**src/rtl/vic_pkg.sv**
```systemverilog
package vic_pkg;
  // register byte offsets
  localparam int OFS_SRST    = 'h000;
  localparam int OFS_EN_LO   = 'h008;
  localparam int OFS_DIS_LO  = 'h010;
  localparam int OFS_VEC     = 'h018;
  localparam int OFS_EOI     = 'h01C;
  localparam int OFS_GENA    = 'h020;
  localparam int CFG_BASE    = 'h100;
  localparam int CFG_STRIDE  = 8;
  localparam int BANK_BITS   = 32;
  localparam int EDGE_BIT    = 4;

  // offset of the enable/disable word that covers source idx
  function automatic int bank_ofs(int base, int idx);
    return base + 4 * (idx / BANK_BITS);
  endfunction

  function automatic bit is_cfg_addr(int addr, int nsrc);
    return addr >= CFG_BASE && addr < CFG_BASE + CFG_STRIDE * nsrc
           && (addr % CFG_STRIDE) == 0;
  endfunction

  function automatic int cfg_slot(int addr);
    return (addr - CFG_BASE) / CFG_STRIDE;
  endfunction

  // a contender displaces the reference only with a strictly higher level
  function automatic bit outranks(int cand_lvl, int ref_lvl);
    return cand_lvl > ref_lvl;
  endfunction
endpackage

```
**src/rtl/vic_src_bank.sv**
```systemverilog
module vic_src_bank #(
  parameter int NSRC  = 64,
  parameter int LVL_W = 4
) (
  input  logic                       clk,
  input  logic                       rst_n,
  input  logic                       soft_rst,
  input  logic [NSRC-1:0]            en_set,
  input  logic [NSRC-1:0]            en_clr,
  input  logic [NSRC-1:0]            cfg_we,
  input  logic [LVL_W:0]             cfg_wdata,
  input  logic [NSRC-1:0]            ack_clr,
  input  logic [NSRC-1:0]            irq_src,
  output logic [NSRC-1:0]            enabled,
  output logic [NSRC-1:0]            edge_mode,
  output logic [NSRC-1:0][LVL_W-1:0] lvl,
  output logic [NSRC-1:0]            pending
);
  logic [NSRC-1:0] src_prev;
  logic [NSRC-1:0] src_rise;

  always_ff @(posedge clk or negedge rst_n) begin
    if (!rst_n) src_prev <= '0;
    else        src_prev <= irq_src;
  end

  assign src_rise = irq_src & ~src_prev;

  for (genvar gi = 0; gi < NSRC; gi++) begin : g_src
    logic             en_q;
    logic             edge_q;
    logic [LVL_W-1:0] lvl_q;
    logic             pend_q;

    always_ff @(posedge clk or negedge rst_n) begin
      if (!rst_n) begin
        en_q <= 1'b0; edge_q <= 1'b0; lvl_q <= '0; pend_q <= 1'b0;
      end else if (soft_rst) begin
        en_q <= 1'b0; edge_q <= 1'b0; lvl_q <= '0; pend_q <= 1'b0;
      end else begin
        if (en_set[gi])      en_q <= 1'b1;
        else if (en_clr[gi]) en_q <= 1'b0;
        if (cfg_we[gi]) begin
          edge_q <= cfg_wdata[LVL_W];
          lvl_q  <= cfg_wdata[LVL_W-1:0];
        end
        // a fresh edge wins over a retirement in the same cycle
        pend_q <= (pend_q & ~ack_clr[gi]) | (edge_q & src_rise[gi]);
      end
    end

    assign enabled[gi]   = en_q;
    assign edge_mode[gi] = edge_q;
    assign lvl[gi]       = lvl_q;
    assign pending[gi]   = edge_q ? pend_q : irq_src[gi];
  end
endmodule

```
**src/rtl/vic_arbiter.sv**
```systemverilog
module vic_arbiter #(
  parameter int NSRC  = 64,
  parameter int LVL_W = 4,
  localparam int IDW  = $clog2(NSRC)
) (
  input  logic [NSRC-1:0]            cand,
  input  logic [NSRC-1:0][LVL_W-1:0] lvl,
  input  logic                       thr_valid,
  input  logic [LVL_W-1:0]           thr_lvl,
  output logic                       sel_valid,
  output logic [IDW-1:0]             sel_idx,
  output logic [LVL_W-1:0]           sel_lvl
);
  import vic_pkg::*;

  // ascending scan: a later source replaces the best only if strictly higher
  always_comb begin
    sel_valid = 1'b0;
    sel_idx   = '0;
    sel_lvl   = '0;
    for (int i = 0; i < NSRC; i++) begin
      if (cand[i]
          && (!thr_valid || outranks(int'(lvl[i]), int'(thr_lvl)))
          && (!sel_valid || outranks(int'(lvl[i]), int'(sel_lvl)))) begin
        sel_valid = 1'b1;
        sel_idx   = IDW'(i);
        sel_lvl   = lvl[i];
      end
    end
  end
endmodule

```
**src/rtl/vic64_ctrl.sv**
```systemverilog
module vic64_ctrl #(
  parameter int NSRC   = 64,
  parameter int LVL_W  = 4,
  parameter int ADDR_W = 12,
  parameter int DATA_W = 32
) (
  input  logic              clk,
  input  logic              rst_n,
  input  logic [ADDR_W-1:0] bus_addr,
  input  logic [DATA_W-1:0] bus_wdata,
  input  logic              bus_wr,
  input  logic              bus_rd,
  output logic [DATA_W-1:0] bus_rdata,
  input  logic [NSRC-1:0]   irq_src,
  output logic              irq_o
);
  import vic_pkg::*;
  localparam int IDW   = $clog2(NSRC);
  localparam int VEC_W = IDW + 1;

  // named internal events
  logic                       soft_rst, eoi_hit, gena_wr, vec_rd, cfg_hit;
  logic [IDW-1:0]             cfg_idx;
  logic [NSRC-1:0]            en_set, en_clr, cfg_we, ack_clr;
  logic [NSRC-1:0]            enabled, edge_mode, pending, cand;
  logic [NSRC-1:0][LVL_W-1:0] lvl;
  logic                       sel_valid;
  logic [IDW-1:0]             sel_idx;
  logic [LVL_W-1:0]           sel_lvl;
  logic                       gena_q, insvc_valid;
  logic [IDW-1:0]             insvc_id;
  logic [LVL_W-1:0]           insvc_lvl;
  logic [VEC_W-1:0]           vec_val;
  logic [DATA_W-1:0]          rd_mux;

  assign soft_rst = bus_wr && bus_addr == ADDR_W'(OFS_SRST) && bus_wdata[0];
  assign eoi_hit  = bus_wr && bus_addr == ADDR_W'(OFS_EOI);
  assign gena_wr  = bus_wr && bus_addr == ADDR_W'(OFS_GENA);
  assign vec_rd   = bus_rd && bus_addr == ADDR_W'(OFS_VEC);
  assign cfg_hit  = is_cfg_addr(int'(bus_addr), NSRC);
  assign cfg_idx  = IDW'(cfg_slot(int'(bus_addr)));

  for (genvar gi = 0; gi < NSRC; gi++) begin : g_dec
    assign en_set[gi]  = bus_wr && bus_wdata[gi % BANK_BITS]
                         && bus_addr == ADDR_W'(bank_ofs(OFS_EN_LO, gi));
    assign en_clr[gi]  = bus_wr && bus_wdata[gi % BANK_BITS]
                         && bus_addr == ADDR_W'(bank_ofs(OFS_DIS_LO, gi));
    assign cfg_we[gi]  = bus_wr && cfg_hit && cfg_idx == IDW'(gi);
    assign ack_clr[gi] = eoi_hit && insvc_valid && insvc_id == IDW'(gi);
  end

  vic_src_bank #(.NSRC(NSRC), .LVL_W(LVL_W)) u_bank (
    .clk(clk), .rst_n(rst_n), .soft_rst(soft_rst),
    .en_set(en_set), .en_clr(en_clr), .cfg_we(cfg_we),
    .cfg_wdata(bus_wdata[LVL_W:0]), .ack_clr(ack_clr), .irq_src(irq_src),
    .enabled(enabled), .edge_mode(edge_mode), .lvl(lvl), .pending(pending)
  );

  assign cand = enabled & pending;

  vic_arbiter #(.NSRC(NSRC), .LVL_W(LVL_W)) u_arb (
    .cand(cand), .lvl(lvl), .thr_valid(insvc_valid), .thr_lvl(insvc_lvl),
    .sel_valid(sel_valid), .sel_idx(sel_idx), .sel_lvl(sel_lvl)
  );

  assign irq_o   = gena_q && sel_valid;
  assign vec_val = sel_valid ? {1'b0, sel_idx} : VEC_W'(NSRC);

  always_ff @(posedge clk or negedge rst_n) begin
    if (!rst_n) begin
      gena_q <= 1'b0; insvc_valid <= 1'b0; insvc_id <= '0; insvc_lvl <= '0;
    end else if (soft_rst) begin
      gena_q <= 1'b0; insvc_valid <= 1'b0; insvc_id <= '0; insvc_lvl <= '0;
    end else begin
      if (gena_wr) gena_q <= bus_wdata[0];
      if (vec_rd && sel_valid) begin
        insvc_valid <= 1'b1;
        insvc_id    <= sel_idx;
        insvc_lvl   <= sel_lvl;
      end
      if (eoi_hit) insvc_valid <= 1'b0;
    end
  end

  always_comb begin
    rd_mux = '0;
    if (bus_addr == ADDR_W'(OFS_VEC))
      rd_mux = DATA_W'(vec_val);
    else if (bus_addr == ADDR_W'(OFS_GENA))
      rd_mux = DATA_W'(gena_q);
    else if (cfg_hit)
      rd_mux = DATA_W'({edge_mode[cfg_idx], lvl[cfg_idx]});
  end

  always_ff @(posedge clk or negedge rst_n) begin
    if (!rst_n)      bus_rdata <= '0;
    else if (bus_rd) bus_rdata <= rd_mux;
  end
endmodule

```
**config.mk**
```make
export PLATFORM = sky130hd
export DESIGN_NAME = vic64_ctrl
export DESIGN_NICKNAME = d
export VERILOG_FILES = /design/src/rtl/vic_pkg.sv /design/src/rtl/vic_src_bank.sv /design/src/rtl/vic_arbiter.sv /design/src/rtl/vic64_ctrl.sv
export SDC_FILE = /design/constraint.sdc
export NUM_CORES = 2
export LEC_CHECK = 0
export ABC_CLOCK_PERIOD_IN_PS = 296600
export BUFFER_PORTS_ARGS = -buffer_cell sky130_fd_sc_hd__buf_2
export CORE_AREA = 2 2 279 281
export DETAILED_ROUTE_END_ITERATION = 12
export DIE_AREA = 0 0 281 283
export PLACE_DENSITY_LB_ADDON = 0.25
export SLEW_MARGIN = 25
export SYNTH_ARGS = -nofsm -noshare
export SYNTH_HDL_FRONTEND = slang
export SYNTH_SLANG_ARGS = --single-unit
```
**constraint.sdc**
```tcl
create_clock -name clk -period 296.6 [get_ports clk]
set_clock_uncertainty 0.05 [all_clocks]
set_input_delay 14.83 -clock clk [delete_from_list [all_inputs] [get_ports clk]]
set_output_delay 14.83 -clock clk [all_outputs]
set_load 0.03 [all_outputs]
```
[After elaboration in Yosys (flattened, before gate mapping)]
Index checks and enable logic that the tools add are counted.
Widths: inputs -> output; s select.
Storage, ports and cells
  flip-flop bits (word level): 556
  input port bits: 112
  output and inout bits: 33
  logic and storage cells: 2324
Operators by class
  add/sub/neg operators: 2
  $lt $le $gt $ge: 130
  equality and inequality tests: 133
  multiplexer cells: 784
  bitwise operators: 260
  reduce and logical (&&, ||, !) cells: 753
Operators with widths (number)
  $mux 4: 203
  $mux 1: 519
  $gt 4x4->1: 127
  $logic_and 1x1->1: 426
  $eq 6x6->1 const B: 64
  $mux 6: 34
  $reduce_bool 3->1: 65
  $eq 6x5->1 const B: 32
  $reduce_bool 2->1: 66
  $and 1x1->1: 129
  $and 64x64->64: 2
  $logic_or 1x1->1: 127
  $eq 6x4->1 const B: 16
  $mux 5: 18
  $logic_not 1->1: 64
  $not 1->1: 64
  $not 64->64: 1
  $or 1x1->1: 64
  $eq 12x5->1 const B: 4
  $eq 6x3->1 const B: 8
  $logic_not 32->1: 1
  $mux 32: 1
  $bmux 4 s6: 1
  $eq 12x4->1 const B: 2
  15 further kinds: 24

[Logic depth before layout (Yosys ltp)]
  depth in word-level cells: 260
  gate-level depth with buffers: 568
  mapped depth without buffers: 562

[Cells and area by module]
From an unflattened synthesis, not the netlist that was laid out.
Unflattened totals
  cell total of the unflattened synthesis: 5988
  area total of the unflattened synthesis: 49318.6 µm²
Modules (own cells, without submodules)
  vic_src_bank: instances 1, cells an instance 1880, area each 21774.6 µm², seq. area each 12812.3 µm²
  vic_arbiter: instances 1, cells an instance 2981, area each 20928.8 µm², seq. area each 0.0 µm²
  vic64_ctrl: instances 1, cells an instance 1127, area each 6615.1 µm², seq. area each 475.5 µm²

[Least setup slack after synthesis]
Ideal clock, no wire load.
  path kind: input port to flip-flop
  start: input port irq_src[0]
  end: register bus_rdata[5]
  library setup time: 0.134 ns
  data arrival time: 111.569 ns
  required time: 296.416 ns
  slack: 184.847 ns
  cell stages on the path: 514
  path buffers: 9
  cell sequence: mux2_1 o211ai_1 a21oi_2 nand2_1 ha_1 nor2b_1 o211ai_1 a21oi_1 a21oi_1 a22o_1 inv_1 ha_1 nor2b_1 o21a_1 nor3_1 o22ai_1 a222oi_1 or2_2 [... 478 more ...] nand2b_1 a21oi_1 a41oi_1 o21ai_1 nand2_1 o31a_1 ha_1 nor2b_1 o21ai_0 nand2b_1 a21oi_1 a41o_1 a21boi_1 or2_2 nor2_1 nand4_1 o31ai_1 o21ai_1
On the way
  word-level cells in the longest chain between the ends: 258
  elaborated cells between the ends (all ways): 416
  those cells by class: order compare: 63; mux: 162; bitwise: 1; reduce/logical: 190
RTL lines
  start, declared: line vic64_ctrl.sv:14  | input logic [NSRC-1:0] irq_src,
  $mux 1 *: line vic_src_bank.sv:55  | assign pending[gi] = edge_q ? pend_q : irq_src[gi];
  $and 64x64->64 *: line vic64_ctrl.sv:59  | assign cand = enabled & pending;
  $logic_and 1x1->1 *: line vic_arbiter.sv:23  | && (!thr_valid || outranks(int'(lvl[i]), int'(thr_lvl)))
  $mux 4 or $mux 1 (tied branches): line vic_arbiter.sv:22  | if (cand[i]
  $gt 4x4->1 or $logic_not 1->1 (tied branches): line vic_pkg.sv:30, vic_arbiter.sv:24
  $logic_or 1x1->1: line vic_arbiter.sv:24  | && (!sel_valid || outranks(int'(lvl[i]), int'(sel_lvl)))) begin
  $logic_and 1x1->1: line vic_arbiter.sv:24
  $mux 4 or $mux 1 (tied branches): line vic_arbiter.sv:22
  [... 242 more ...]
  $logic_and 1x1->1: line vic_arbiter.sv:24
  $mux 4 or $mux 1 (tied branches): line vic_arbiter.sv:22
  $gt 4x4->1 or $logic_not 1->1 (tied branches): line vic_pkg.sv:30, vic_arbiter.sv:24
  $logic_or 1x1->1: line vic_arbiter.sv:24
  $logic_and 1x1->1: line vic_arbiter.sv:24
  $mux 6 or $mux 1 (tied branches): line vic_arbiter.sv:22
  $mux 7 *: line vic64_ctrl.sv:67  | assign vec_val = sel_valid ? {1'b0, sel_idx} : VEC_W'(NSRC);
  $mux 32 *: line vic64_ctrl.sv:87  | if (bus_addr == ADDR_W'(OFS_VEC))
  end signal, assigned: line vic64_ctrl.sv:97  | else if (bus_rd) bus_rdata <= rd_mux;
  end, declared: line vic64_ctrl.sv:13  | output logic [DATA_W-1:0] bus_rdata,
Mark *: on every way between the ends. The rest lies on a longest branch, timed or not.
A chain may end at the register's enable or synchronous reset.

[Final worst setup path]
Ends and elaborated chain as after synthesis.

==> out/metrics.yaml <==
finalCriticalPeriod_ns: 127.18
cts_made_buffers: 54
die_y_um: 283
nNetsFinal: 6123
fillCellCount: 6656
initial_core_util_pct: 59.39
root_buffer: "clkbuf_16"
post_cts_buffers: 0
dr.pass1.iters: 6
async_flop_share_pct: 100.0
die_x_um: 281
hold_buffers: 0
port_buffers: 119
drtIter0Drc: 5520
clkLatencyLatePin_ns: 0.65
routed_wl_um: 163100
avgViaCountPerCell: 6.852
crit_path_top_delay_cell: "o21ai_0"
grt_setup_unrepaired: "false"
synth_cell_types: 116
hold_path_depth: 2
period_share_pct: 42.88
htreeDepth: 2
powerDensity_nw_per_um2: 3.293
timing.hold.ws_ns: 0.4539
finalSetupViolCount: 0
status: "complete, no violations"
drc_errors: 0
grt_pass1_wl_um: 249900
cts_num_sinks: 531
yosys_warnings: 0
grt_max_degree: 166
hold_path_class: "reg2reg"
ios: 145
final_util_pct: 64.13
p_total_mw: 0.1620
yosys_most_used_dff: "dfrtp_1"
slew_violations: 0
dpl.hpwl_um: 117200
core_area_um2: 76700
wire_per_inst_um: 24.53
ys_seq_area_share_pct: 29.17
avgSynthCellArea_um2: 8.195
synth-edff-count: 0
cts_tree: "built"
syn_inst: 5559
cp-end-kind: "flop"
vias: 45548
ys_ff_latch: 531
overflow: 0
syn_to_final_growth_pct: 7.987
path_max_fanout: 13
required_ns: 297.07
dp.cells: 6538
critical_path_class: "in2reg"
stdcell_count: 6647
crit_arrival_ns: 127.65
slew_headroom_pct: 20.03
cp_common_cell: "a21oi_1"
ant_nets: 0
gp_congestion: 1.001
die-area_um2: 79520
multi_input_area_um2: 30510
drive_gt1_share_pct: 10.32
syn-cell-area_um2: 45550
slowest_delay_ns: 0.96
grt_pass1_vias: 41880
cts_resized: 0
clk_path_buf_depth: 3
worst_pin_slew_ns: 1.187
timing.setup.tns_ns: 0
drv_cap: 0
crit_path_start_kind: "input port"
seq_area_um2: 13300
clk_pin_slew_ns: 0.07
p_leak_nw: 20.78
reg2regPathDepth: 508
antenna_found_initial: 6
grt_use_total_pct: 40.35
ir_worst_vdd_uv: 4.489
max_freq_ghz: 0.007863
rows: 102
hold_violations: 0
-- Yosys cell counts (46+ instances only) --
master,number,area (um2)
nand2_1,742,2785
a21o_1,51,382.9
o21ai_0,340,1702
a31oi_1,61,381.6
dfrtp_1,531,13290
and2_1,51,319.1
inv_1,255,957.2
nand3_1,437,2187
a41o_1,50,500.5
nor3_1,46,230.2
nand2b_1,139,869.6
clkbuf_1,218,818.3
or2_2,56,350.3
nor2b_1,129,807.0
o21a_1,63,473.0
a21oi_1,678,3393
ha_1,456,5705
mux4_2,80,1802
o211ai_1,109,818.3
nor2_1,268,1006
nand4_1,55,344.1
-- stage by stage --
step | setup WS, ns | area [um2]
6_report | 169.42 | 49190
5_1_grt | 160.11 | 49180
4_1_cts | 170.77 | 49120
3_5_place_dp | 170.48 | 47180
3_3_place_gp | 173.35 | 47170
2_1_floorplan | 184.85 | 45640
-- critical path, delay by kind of cell --
family / cells / cell delay, ns
buffers and inverters: 26 / 2.05
multiplexers: 20 / 6.92
AO/OA/AOI/OAI: 281 / 65.63
AND/OR/NAND/NOR: 114 / 17.60
adder cells (fa/ha/maj): 68 / 20.54
-- registers in the layout, summed over array words and instances (netlist names) --
register	cells
u_bank.g_src.lvl_q	256
u_bank.g_src.edge_q	64
u_bank.g_src.en_q	64
u_bank.g_src.pend_q	64
u_bank.src_prev	64
bus_rdata	7
insvc_id	6
insvc_lvl	4
gena_q	1
insvc_valid	1
-- placed cells by master, fill, tap and decap left out, types with 18 or more instances in the layout --
cell       Yosys  routed
o211a_1       19      19
o311ai_0      20      20
conb_1         1      25
o311a_1       18      18
mux2i_1       23      23
mux4_2        80      80
or3_1         22      22
clkbuf_16      0      55
o21ai_0      340     340
and3_1        42      42
dfrtp_1      531     529
o21ai_1       22      21
o21bai_1      20      20
o211ai_1     109     109
nand2_1      742     742
nand4_1       55      55
or2_2         56      56
buf_2          3     118
nor3_1        46      38
a21oi_1      678     678
and2_1        51      50
a31oi_1       61      61
a41o_1        50      50
nor2b_1      129     127
nand3b_1      21      21
nor2_1       268     253
a21boi_0      21      21
a21o_1        51      51
mux2_2        36      36
nand3_1      437     437
a311oi_1      25      25
inv_1        255     252
o31ai_1       43      42
a211oi_1      31      31
ha_1         456     454
nand2b_1     139     139
o21a_1        63      63
buf_4         25      62
-- final cells by class --
cell class | instances | area share (%)
clock inverters | 26 | 0.6995
repair buffers | 186 | 2.363
multi-input cells | 4526 | 62.02
diodes | 7 | 0.03561
well taps | 1040 | 2.645
inverters | 256 | 1.953
flip-flops and latches | 531 | 27.03
clock buffers | 75 | 3.256
-- worst paths after layout --
| check | start | end | slack [ns] |
|---|---|---|---|
| worst min-delay path | u_bank.src_prev[22] | u_bank.g_src[22].pend_q | 0.45 |
| worst max-delay path | irq_src[0] | bus_rdata[5] | 169.42 |
| min in group asynchronous | rst_n | u_bank.g_src[8].lvl_q[1] | 14.25 |
| worst min register to register | u_bank.src_prev[22] | u_bank.g_src[22].pend_q | 0.45 |
| worst max register to register | insvc_valid | bus_rdata[5] | 182.77 |
| max in group asynchronous | rst_n | u_bank.g_src[56].lvl_q[2] | 279.33 |
-- report_power, final --
part	switching, mW	internal, mW	leakage [nW]
Combinational	0.00886	0.00317	12.6
Sequential	0.000783	0.0734	7.25
Clock	0.0325	0.0433	0.935
Total	0.0421	0.120	20.8
-- per-layer routing --
layer / up-vias / share of wire [%] / track usage (%)
met5: - / 0.025 / 0
met4: 6 / 5.4 / 19.84
met3: 449 / 12 / 9.260
met2: 2550 / 42 / 58.81
met1: 21937 / 41 / 56.32
li1: 20606 / - / -
-- cell families after synthesis --
logic type	count (synthesis)	synth area share, %
buf+inv	526	4.581
simple gates	2074	21.97
other cells	1	0.008232
compound gates	1814	25.99
flops	531	29.17
mux	145	5.507
fa+ha+maj	461	12.63
xor+xnor	7	0.1346
No activity file was read; power rests on OpenSTA's default activity.
